==> src/rtl/pfb_pkg.sv <==
package pfb_pkg;

    localparam int ADDR_W     = 32;
    localparam int LINE_BYTES = 16;
    localparam int NUM_LINES  = 2;
    localparam int WIN_BYTES  = 3;
    localparam int CNT_W      = 4;
    localparam int EPOCH_W    = 2;

    localparam int OFF_W     = $clog2(LINE_BYTES);
    localparam int LINE_BITS = LINE_BYTES * 8;
    localparam int WIN_BITS  = WIN_BYTES * 8;
    localparam int AVAIL_W   = OFF_W + $clog2(NUM_LINES) + 1;
    localparam int WCNT_W    = $clog2(WIN_BYTES + 1);
    localparam int SLOT_W    = $clog2(NUM_LINES);

    typedef logic [ADDR_W-1:0]    addr_t;
    typedef logic [LINE_BITS-1:0] line_t;
    typedef logic [EPOCH_W-1:0]   epoch_t;
    typedef logic [OFF_W-1:0]     off_t;
    typedef logic [SLOT_W-1:0]    slot_t;
    typedef logic [AVAIL_W-1:0]   avail_t;

    // Write of one returned line into a slot
    typedef struct packed {
        logic  vld;
        slot_t slot;
        line_t data;
    } fill_t;

    function automatic addr_t line_base(addr_t a);
        return {a[ADDR_W-1:OFF_W], {OFF_W{1'b0}}};
    endfunction

    function automatic logic [7:0] line_byte(line_t d, off_t i);
        return d[i*8 +: 8];
    endfunction

endpackage

==> src/rtl/pfb_line_store.sv <==
module pfb_line_store
    import pfb_pkg::*;
(
    input  logic                    clk,
    input  logic                    rst,
    input  logic                    flush_i,
    input  fill_t                   fill_i,
    input  logic                    drop_i,
    input  slot_t                   drop_slot_i,
    output logic [NUM_LINES-1:0]    vld_o,
    output line_t [NUM_LINES-1:0]   data_o
);

    for (genvar g = 0; g < NUM_LINES; g++) begin : g_slot
        logic  vld_q;
        line_t data_q;

        always_ff @(posedge clk) begin
            if (rst || flush_i) begin
                vld_q <= 1'b0;
            end else if (fill_i.vld && fill_i.slot == SLOT_W'(g)) begin
                vld_q <= 1'b1;
            end else if (drop_i && drop_slot_i == SLOT_W'(g)) begin
                vld_q <= 1'b0;
            end
        end

        always_ff @(posedge clk) begin
            if (fill_i.vld && fill_i.slot == SLOT_W'(g)) begin
                data_q <= fill_i.data;
            end
        end

        assign vld_o[g]  = vld_q;
        assign data_o[g] = data_q;
    end

    AST_NO_OVERWRITE: assert property (@(posedge clk) disable iff (rst)
        fill_i.vld |-> !vld_o[fill_i.slot]);

    AST_DROP_ONLY_VALID: assert property (@(posedge clk) disable iff (rst)
        drop_i |-> vld_o[drop_slot_i]);

endmodule

==> src/rtl/pfb_fetch_ctl.sv <==
module pfb_fetch_ctl
    import pfb_pkg::*;
#(
    parameter addr_t RESET_ADDR = '0
) (
    input  logic   clk,
    input  logic   rst,
    input  logic   flush_i,
    input  addr_t  flush_addr_i,
    input  logic   slot_free_i,
    input  slot_t  tgt_slot_i,
    output logic   mem_req_o,
    output addr_t  mem_req_addr_o,
    output epoch_t mem_req_epoch_o,
    input  logic   mem_gnt_i,
    input  logic   mem_rsp_valid_i,
    input  epoch_t mem_rsp_epoch_i,
    input  line_t  mem_rsp_data_i,
    output fill_t  fill_o
);

    logic   pend_q;
    epoch_t epoch_q;
    addr_t  next_q;
    slot_t  slot_q;
    logic   fire;
    logic   rsp_match;

    assign mem_req_o       = !pend_q && slot_free_i;
    assign mem_req_addr_o  = next_q;
    assign mem_req_epoch_o = epoch_q;
    assign fire            = mem_req_o && mem_gnt_i;
    assign rsp_match       = mem_rsp_valid_i && pend_q && (mem_rsp_epoch_i == epoch_q);

    always_ff @(posedge clk) begin
        if (rst) begin
            pend_q  <= 1'b0;
            epoch_q <= '0;
            next_q  <= line_base(RESET_ADDR);
            slot_q  <= '0;
        end else if (flush_i) begin
            pend_q  <= 1'b0;
            epoch_q <= epoch_q + 1'b1;
            next_q  <= line_base(flush_addr_i);
        end else begin
            if (fire) begin
                pend_q <= 1'b1;
                next_q <= next_q + ADDR_W'(LINE_BYTES);
                slot_q <= tgt_slot_i;
            end else if (rsp_match) begin
                pend_q <= 1'b0;
            end
        end
    end

    always_comb begin
        fill_o.vld  = rsp_match && !flush_i;
        fill_o.slot = slot_q;
        fill_o.data = mem_rsp_data_i;
    end

    AST_REQ_ALIGNED: assert property (@(posedge clk) disable iff (rst)
        mem_req_o |-> (mem_req_addr_o[OFF_W-1:0] == '0));

    AST_ONE_IN_FLIGHT: assert property (@(posedge clk) disable iff (rst)
        (fire && !flush_i) |=> !mem_req_o);

    AST_FLUSH_EPOCH: assert property (@(posedge clk) disable iff (rst)
        flush_i |=> (mem_req_epoch_o == $past(mem_req_epoch_o) + 1'b1));

endmodule

==> src/rtl/pfb_window.sv <==
module pfb_window
    import pfb_pkg::*;
(
    input  logic [NUM_LINES-1:0]  vld_i,
    input  line_t [NUM_LINES-1:0] data_i,
    input  slot_t                 hd_i,
    input  off_t                  off_i,
    output avail_t                avail_o,
    output logic [WIN_BITS-1:0]   win_bytes_o,
    output logic [WCNT_W-1:0]     win_cnt_o
);

    slot_t nx;
    assign nx = hd_i + 1'b1;

    always_comb begin
        if (!vld_i[hd_i]) begin
            avail_o = '0;
        end else begin
            avail_o = avail_t'(LINE_BYTES) - avail_t'(off_i);
            if (vld_i[nx]) begin
                avail_o = avail_o + avail_t'(LINE_BYTES);
            end
        end
        if (avail_o >= avail_t'(WIN_BYTES)) begin
            win_cnt_o = WCNT_W'(WIN_BYTES);
        end else begin
            win_cnt_o = WCNT_W'(avail_o);
        end
    end

    for (genvar k = 0; k < WIN_BYTES; k++) begin : g_byte
        logic [OFF_W:0] pos;
        logic [7:0]     b;
        assign pos = {1'b0, off_i} + (OFF_W+1)'(k);
        always_comb begin
            if (pos[OFF_W]) begin
                b = line_byte(data_i[nx], pos[OFF_W-1:0]);
            end else begin
                b = line_byte(data_i[hd_i], pos[OFF_W-1:0]);
            end
            win_bytes_o[k*8 +: 8] = (WCNT_W'(k) < win_cnt_o) ? b : 8'h00;
        end
    end

endmodule

==> src/rtl/pfb_prefetch_buf.sv <==
module pfb_prefetch_buf
    import pfb_pkg::*;
#(
    parameter addr_t RESET_ADDR = '0
) (
    input  logic                 clk,
    input  logic                 rst,
    input  logic                 flush_i,
    input  logic [ADDR_W-1:0]    flush_addr_i,
    input  logic                 cons_valid_i,
    input  logic [CNT_W-1:0]     cons_cnt_i,
    output logic [WIN_BITS-1:0]  win_bytes_o,
    output logic [WCNT_W-1:0]    win_cnt_o,
    output logic                 mem_req_o,
    output logic [ADDR_W-1:0]    mem_req_addr_o,
    output logic [EPOCH_W-1:0]   mem_req_epoch_o,
    input  logic                 mem_gnt_i,
    input  logic                 mem_rsp_valid_i,
    input  logic [EPOCH_W-1:0]   mem_rsp_epoch_i,
    input  logic [LINE_BITS-1:0] mem_rsp_data_i
);

    addr_t                 rd_ptr_q;
    slot_t                 hd_q;
    logic [NUM_LINES-1:0]  vld;
    line_t [NUM_LINES-1:0] data;
    fill_t                 fill;
    avail_t                avail;
    off_t                  off;
    logic                  cons_ok;
    logic [OFF_W:0]        end_pos;
    logic                  line_done;
    slot_t                 tgt_slot;
    logic                  slot_free;

    assign off       = rd_ptr_q[OFF_W-1:0];
    assign cons_ok   = cons_valid_i && !flush_i && (cons_cnt_i != '0)
                       && (avail_t'(cons_cnt_i) <= avail);
    assign end_pos   = {1'b0, off} + (OFF_W+1)'(cons_cnt_i);
    assign line_done = cons_ok && end_pos[OFF_W];
    assign slot_free = !(&vld);
    assign tgt_slot  = vld[hd_q] ? hd_q + 1'b1 : hd_q;

    always_ff @(posedge clk) begin
        if (rst) begin
            rd_ptr_q <= RESET_ADDR;
            hd_q     <= '0;
        end else if (flush_i) begin
            rd_ptr_q <= flush_addr_i;
        end else if (cons_ok) begin
            rd_ptr_q <= rd_ptr_q + ADDR_W'(cons_cnt_i);
            if (line_done) begin
                hd_q <= hd_q + 1'b1;
            end
        end
    end

    pfb_fetch_ctl #(.RESET_ADDR(RESET_ADDR)) u_fetch (
        .clk             (clk),
        .rst             (rst),
        .flush_i         (flush_i),
        .flush_addr_i    (flush_addr_i),
        .slot_free_i     (slot_free),
        .tgt_slot_i      (tgt_slot),
        .mem_req_o       (mem_req_o),
        .mem_req_addr_o  (mem_req_addr_o),
        .mem_req_epoch_o (mem_req_epoch_o),
        .mem_gnt_i       (mem_gnt_i),
        .mem_rsp_valid_i (mem_rsp_valid_i),
        .mem_rsp_epoch_i (mem_rsp_epoch_i),
        .mem_rsp_data_i  (mem_rsp_data_i),
        .fill_o          (fill)
    );

    pfb_line_store u_store (
        .clk         (clk),
        .rst         (rst),
        .flush_i     (flush_i),
        .fill_i      (fill),
        .drop_i      (line_done),
        .drop_slot_i (hd_q),
        .vld_o       (vld),
        .data_o      (data)
    );

    pfb_window u_win (
        .vld_i       (vld),
        .data_i      (data),
        .hd_i        (hd_q),
        .off_i       (off),
        .avail_o     (avail),
        .win_bytes_o (win_bytes_o),
        .win_cnt_o   (win_cnt_o)
    );

    AST_FLUSH_EMPTIES: assert property (@(posedge clk) disable iff (rst)
        flush_i |=> (win_cnt_o == '0));

    AST_PTR_ADVANCE: assert property (@(posedge clk) disable iff (rst)
        cons_ok |=> (rd_ptr_q == $past(rd_ptr_q) + ADDR_W'($past(cons_cnt_i))));

    AST_IGNORED_HOLD: assert property (@(posedge clk) disable iff (rst)
        (cons_valid_i && !flush_i && !cons_ok) |=> ($stable(rd_ptr_q) && $stable(hd_q)));

    AST_FULL_NO_REQ: assert property (@(posedge clk) disable iff (rst)
        (vld == '1) |-> !mem_req_o);

    AST_WIN_BOUND: assert property (@(posedge clk) disable iff (rst)
        avail_t'(win_cnt_o) <= avail);

endmodule

==> config.mk <==
export PLATFORM = sky130hd
export DESIGN_NAME = pfb_prefetch_buf
export DESIGN_NICKNAME = d
export VERILOG_FILES = /design/src/rtl/pfb_pkg.sv /design/src/rtl/pfb_line_store.sv /design/src/rtl/pfb_fetch_ctl.sv /design/src/rtl/pfb_window.sv /design/src/rtl/pfb_prefetch_buf.sv
export SDC_FILE = /design/constraint.sdc
export NUM_CORES = 1
export LEC_CHECK = 0
export BUFFER_PORTS_ARGS = -buffer_cell sky130_fd_sc_hd__clkbuf_2
export CAP_MARGIN = 5
export CORE_MARGIN = 2
export CORE_UTILIZATION = 45
export DETAILED_ROUTE_END_ITERATION = 8
export PLACE_DENSITY_LB_ADDON = 0.08
export SLEW_MARGIN = 20
export SYNTH_ARGS = -nofsm -noshare
export SYNTH_HDL_FRONTEND = slang
export SYNTH_SLANG_ARGS = --single-unit
export TNS_END_PERCENT = 10
==> constraint.sdc <==
create_clock -name clk -period 18.05 [get_ports clk]
set_input_delay 0.9025 -clock clk [delete_from_list [all_inputs] [get_ports clk]]
set_output_delay 0.9025 -clock clk [all_outputs]
set_load 0.01 [all_outputs]
-- Word-level counts from Yosys, hierarchy flattened
Index checks and enable logic that the tools add are counted.
- $add $sub $neg: 9
- order comparisons: 7
- equal/unequal tests: 1
- shifts and indexed selects: 5
- mux-type cells: 27
- bitwise logic cells: 3
- reductions and logical operators: 27
- operators by type and width (operator ; count):
    128-bit by 8-bit variable part select with 8-bit output ; 5
    128-bit two-way mux ; 4
    32-bit two-way mux ; 4
    8-bit two-way mux ; 5
    32-bit by 4-bit adder with 32-bit output ; 1
    32-bit by 5-bit adder with 32-bit output (second input constant) ; 1
    1-bit logical AND ; 13
    6-bit two-way mux ; 2
    1-bit two-way mux ; 11
    2-bit nonzero test ; 5
    6-bit by 5-bit adder with 6-bit output (second input constant) ; 1
    6-bit by 2-bit greater-or-equal comparator with 1-bit output (second input constant) ; 1
    4-bit by 6-bit <= comparator with 1-bit output ; 1
    5-bit by 4-bit subtractor with 6-bit output (first input constant) ; 1
    4-bit by 1-bit adder with 5-bit output (second input constant) ; 1
    4-bit by 2-bit adder with 5-bit output (second input constant) ; 1
    4-bit by 4-bit adder with 5-bit output ; 1
    1-bit by 2-bit < comparator with 1-bit output (first input constant) ; 2
    1-bit by 2-bit < comparator with 1-bit output (second input constant) ; 2
    2-bit AND reduction ; 2
    4-bit nonzero test ; 1
    1-bit logical NOT ; 3
    1-bit inverter ; 3
    3-bit AND reduction ; 1
    other kinds (7) ; 7
- register bits: 327
- output and inout bits: 61
- word-level logic and storage cells: 90

-- Depth between registers and ports, before layout
- word-level depth: 11
- gate-level depth with buffers: 13

-- Hierarchy
Synthesis repeated with hierarchy kept, for this count alone.
- cell total of the unflattened synthesis: 1234
- area, all modules: 16796.1 um2
- modules (own cells, without submodules) (module ; times used ; cells an instance ; area each (um2) ; seq. area each (um2)):
    pfb_line_store ; 1 ; 268 ; 7816.2 ; 7727.4
    pfb_window ; 1 ; 532 ; 5570.3 ; 0.0
    pfb_fetch_ctl ; 1 ; 369 ; 2850.2 ; 640.6
    pfb_prefetch_buf ; 1 ; 65 ; 559.3 ; 100.1

-- Least setup slack after synthesis
No wires, ideal clock.
- path kind: input-to-reg
- from: input mem_rsp_epoch_i[1]
- to: register u_store.g_slot[0].vld_q
- arrival time: 10.638 ns
- data required time: 17.948 ns
- slack: 7.310 ns
- cell stages on the path: 5
- cells stage by stage: xnor2_1 > nand4_1 > nor3_1 > o21ai_0 > a21oi_1
- word-level cells in the longest chain between the ends: 5
- RTL lines (item ; line ; RTL):
    start: declaration ; pfb_prefetch_buf.sv:19 ; input logic [EPOCH_W-1:0] mem_rsp_epoch_i,
    2-bit == test * ; pfb_fetch_ctl.sv:33 ; assign rsp_match = mem_rsp_valid_i && pend_q && (mem_rsp_epoch_i == epoch_q);
    1-bit logical AND * ; pfb_fetch_ctl.sv:33 ;
    1-bit logical AND * ; pfb_fetch_ctl.sv:57 ; fill_o.vld = rsp_match && !flush_i;
    1-bit logical AND * ; pfb_line_store.sv:21 ; end else if (fill_i.vld && fill_i.slot == SLOT_W'(g)) begin
    1-bit two-way mux / 2-bit nonzero test (equally long branches) ; - ;
    end signal: assignment ; pfb_line_store.sv:20 ; vld_q <= 1'b0;
    end signal: assignment ; pfb_line_store.sv:22 ; vld_q <= 1'b1;
    end signal: assignment ; pfb_line_store.sv:24 ; vld_q <= 1'b0;
    end: declaration ; pfb_line_store.sv:15 ; logic vld_q;
Every way passes the cells marked *; elsewhere a longest branch is shown, timed or not.
A chain may end at the register's enable or synchronous reset.

-- Worst setup path in the final report
- from: register rd_ptr_q[0]
- to: output win_bytes_o[8]
- word-level cells in the longest chain between the ends: 8
- RTL lines (item ; line ; RTL):
    start: declaration ; pfb_prefetch_buf.sv:23 ; addr_t rd_ptr_q;
    start signal: assignment ; pfb_prefetch_buf.sv:49 ; rd_ptr_q <= flush_addr_i;
    start signal: assignment ; pfb_prefetch_buf.sv:51 ; rd_ptr_q <= rd_ptr_q + ADDR_W'(cons_cnt_i);
    5-bit by 4-bit subtractor with 6-bit output ; pfb_window.sv:20 ; avail_o = avail_t'(LINE_BYTES) - avail_t'(off_i);
    6-bit by 5-bit adder with 6-bit output ; pfb_window.sv:22 ; avail_o = avail_o + avail_t'(LINE_BYTES);
    6-bit two-way mux ; pfb_window.sv:21 ; if (vld_i[nx]) begin
    6-bit two-way mux ; pfb_window.sv:17 ; if (!vld_i[hd_i]) begin
    6-bit by 2-bit greater-or-equal comparator with 1-bit output ; pfb_window.sv:25 ; if (avail_o >= avail_t'(WIN_BYTES)) begin
    2-bit two-way mux ; pfb_window.sv:25 ;
    1-bit by 2-bit < comparator with 1-bit output ; pfb_window.sv:42 ; win_bytes_o[k*8 +: 8] = (WCNT_W'(k) < win_cnt_o) ? b : 8'h00;
    8-bit two-way mux * ; pfb_window.sv:42 ;
    end: declaration ; pfb_prefetch_buf.sv:12 ; output logic [WIN_BITS-1:0] win_bytes_o,
Marked as above.

==> results.txt <==
----------------------------------------------------
[Synth]
  Most frequent cell after synthesis ... edfxtp_1
  YS warnings ... 0
  Post-synth top cells ... edfxtp_1 (256), mux4_2 (141), nand2_1 (103), a21oi_1 (46), nor2_1 (42)
  Mean cell area of the mapped netlist ... 14.4 µm²
  Top cell type's share of synthesized area ... 48.6%
  Post-synthesis cell type with the largest combined area ... edfxtp_1
  #FFs+latches synth ... 295
  Number of synthesized flops with an enable pin ... between 200 and 300
  Proportion of synthesized flip-flops having asynchronous set or reset ... 0%
  Most used DFF post-synth ... edfxtp_1
  Main area contributors after synthesis ... edfxtp_1 (49%), mux4_2 (20%), dfxtp_1 (4.9%), nand2_1 (2.4%), mux2i_1 (2.2%)
  Netlist cell types ... slightly below 70
  Mapped cell area ... 0.0158 mm²
  Synthesized netlist cell count ... between 1k and 1.5k
  Sequential area share after synthesis ... between 50 and 60%

[GRT]
  Total overflow reported by the global router ... 0
  Via count of the first global-routing pass ... 10.7k
  First-pass GRT wire length ... 66,700 µm
  Maximum number of pins on one net before global-route repair ... 75
  Number of antenna violations at the first check in global routing ... 0
  All-Layer GR Usage ... 24.7%

[Placed design]
  Setup WS pre-CTS ... approximately 13 ns
  Routability-driven placement congestion ratio ... 0.854
  Port Buffers ... between 200 and 250
  Post-DP HPWL ... 30,600 µm

[Floorplanning]
  X dimension of the die ... 192 µm
  Placement row count ... 68
  Die span in y ... between 150 and 200 µm
  Area of the core ... 0.0346 mm²
  Boundary pin count ... 233
  Initial Utilization ... 45.7%
  Die outline area ... about 0.037 mm²

[Clock tree]
  CTS tree ... yes
  Maximum buffer depth of the clock tree ... 3
  H-tree lvl count ... 2
  Worst skew pair latency ... 0.55 ns
  Buffers inserted by post-CTS timing repair ... 0
  Number of hold buffers added after CTS ... 0
  Gates resized, CTS repair ... 0
  Inserted Clock Buffers ... 36
  Clock-pin transition on the worst setup and hold timing paths ... approximately 0.050 ns
  Sinks on the clock net ... 295
  CTS root buffer ... clkbuf_16

[Worst hold path]
  Worst min-delay path class ... reg -> reg

[Power]
  PD cells ... 90.1 mW/mm²
  Peak supply drop ... around 0.068 mV
  Leakage power summed over all cells ... about 0.0067 µW

[Finish]
  Number of antenna cells inserted ... 0
  Final layout net count ... around 1.5k
  Area Growth Syn to Fin ... 16.7%
  Share of final-layout standard cells stronger than drive strength 1 ... 35.0%
  Sequential cell area in the final layout ... around 0.0085 mm²
  Area taken by multi-input logic gates ... ~0.007 mm²
  Filler Cells Inserted ... 2,907

[Critical path]
  Crit path kind ... reg -> out
  Data arrival time of the critical path ... 4.86 ns
  Critical path peak fanout ... between 40 and 50
  CP startpoint kind ... flip-flop
  Capturing element type of the critical path ... output port
  Data required time at the worst endpoint ... 17.15 ns

[Timing]
  Max-slew headroom at the worst pin ... between 20% and 30%
  Tmin final ... 5.77 ns
  Maximum clock rate ... around 0.17 GHz
  Pins Over Slew Limit ... 0
  Final Hold Violating Endpoints ... 0
  Tightest Pin Transition ... 1.11 ns
  Period utilization ... between 30% and 40%
  RSZ-0062 raised after global routing ... no
  Setup-failing EPs final ... 0
  Clk_skew ... about 0.021 ns
  Accumulated negative setup slack ... 0 ns
  Minimum setup slack in the final design ... 12.28 ns

[Drt]
  Routed wire length ... around 45,000 µm
  Antenna viol nets, final ... 0
  Number of DRC markers in iteration 0 ... 957
  Post-detailed-route via-to-cell ratio ... 6.14
  Vias ... 11.0k
  Length of the first detailed-routing pass in iterations ... 6
  Remaining DRCs ... 0
  Routed wirelength normalized by instance count ... ~25 µm

[Outcome]
  Status ... completed

[Job]
  Max cap viols ... 0

----------------------------------------------------
-- through the flow --
| step | utilization [%] | instances | cell area [µm²] | hold WS [ns] | power, µW |
|---|---|---|---|---|---|
| 3_3_place_gp | 49.8 | 1723 | 17300 | 0.515 | 942 |
| 2_1_floorplan | - | 1100 | 15800 | 0.468 | 882 |
| 6_report | 53.3 | 1786 | 18500 | 0.526 | 1660 |
| 3_5_place_dp | 49.9 | 1723 | 17300 | 0.523 | 944 |
| 5_1_grt | 53.3 | 1786 | 18500 | 0.533 | 1720 |
| 4_1_cts | 53.3 | 1786 | 18500 | 0.526 | 1680 |
-- final cells by class --
type	instances	area share, %
flip-flops and latches	295	45.9
multi-input cells	688	36.9
repair buffers	244	6.83
clock buffers	44	5.15
well taps	455	3.08
clock inverters	19	1.33
inverters	41	0.847
-- state kept, by name (all words and copies together), names as in the netlist --
| register | cells |
|---|---|
| u_store.g_slot.data_q | 256 |
| u_fetch.mem_req_addr_o | 28 |
| rd_ptr_q | 4 |
| u_fetch.mem_req_epoch_o | 2 |
| u_store.g_slot.vld_q | 2 |
| hd_q | 1 |
| u_fetch.pend_q | 1 |
| u_fetch.slot_q | 1 |
-- cell usage in the layout (no fill, tap or decap), drive strengths merged, types with 5 or more instances in the layout --
cell / synthesis / final
mux4: 148 / 148
buf: 43 / 16
inv: 40 / 42
nor2: 42 / 42
bufinv: 0 / 5
and3: 5 / 5
clkbuf: 33 / 272
clkinv: 1 / 12
o21a: 12 / 12
a21oi: 47 / 47
ha: 14 / 14
o22a: 6 / 6
nand4: 20 / 20
a32oi: 12 / 12
mux2: 7 / 7
a22oi: 8 / 8
nand3: 42 / 42
nor2b: 10 / 10
xor2: 17 / 17
o21ai: 26 / 26
xnor2: 22 / 22
dfxtp: 39 / 39
edfxtp: 256 / 256
nor3: 22 / 22
o22ai: 29 / 29
nand2: 105 / 105
or3: 6 / 6
mux2i: 34 / 34
o31ai: 8 / 8
-- power by group --
part	internal, µW	total (µW)	switching (µW)	leakage (µW)
sequential	748	758	10.5	0.00262
combinational	78.4	171	93.1	0.00351
clock	448	734	286	0.000585
-- worst paths after layout --
path | cells past startpoint | from | end | slack, ns
hold reg to reg | 2 | u_fetch.pend_q | u_fetch.pend_q | 0.53
setup reg to reg | 11 | hd_q | rd_ptr_q[1] | 14.19
hold / removal | 2 | u_fetch.pend_q | u_fetch.pend_q | 0.53
setup / recovery | 10 | rd_ptr_q[0] | win_bytes_o[8] | 12.28
-- kinds of logic (layout without fill, tap and decap cells) --
logic type | count (synthesis) | in the layout | share of synthesized area (%)
buffers and inverters | 117 | 348 | 3.89
multiplexers | 189 | 189 | 23.9
adder cells (fa/ha/maj) | 15 | 15 | 1.23
AO/OA/AOI/OAI | 170 | 170 | 6.99
other | 1 | 4 | 0.0237
flip-flops | 295 | 295 | 53.5
AND/OR/NAND/NOR | 271 | 271 | 8.16
XOR/XNOR | 39 | 39 | 2.32
-- critical path, cell delays in order, from the launching register on --
cell,delay [ns]
dfxtp_4,0.57
ha_1,0.34
nand3_4,0.27
xor2_4,0.58
buf_4,0.55
buf_4,0.63
mux4_1,0.64
o22a_1,0.22
nand4_1,0.14
o31ai_1,0.14
clkbuf_2,0.16
-- metal layers --
metal  wire length [µm]  GRT usage, %  vias to the layer above
li1                   -             -                     4818
met1              18500          34.1                     5542
met2              22000          40.9                      536
met3               3500          3.56                       76
met4               1160          7.49                        0
met5                  0             0                        -
Power figures use the tool's default switching activity.
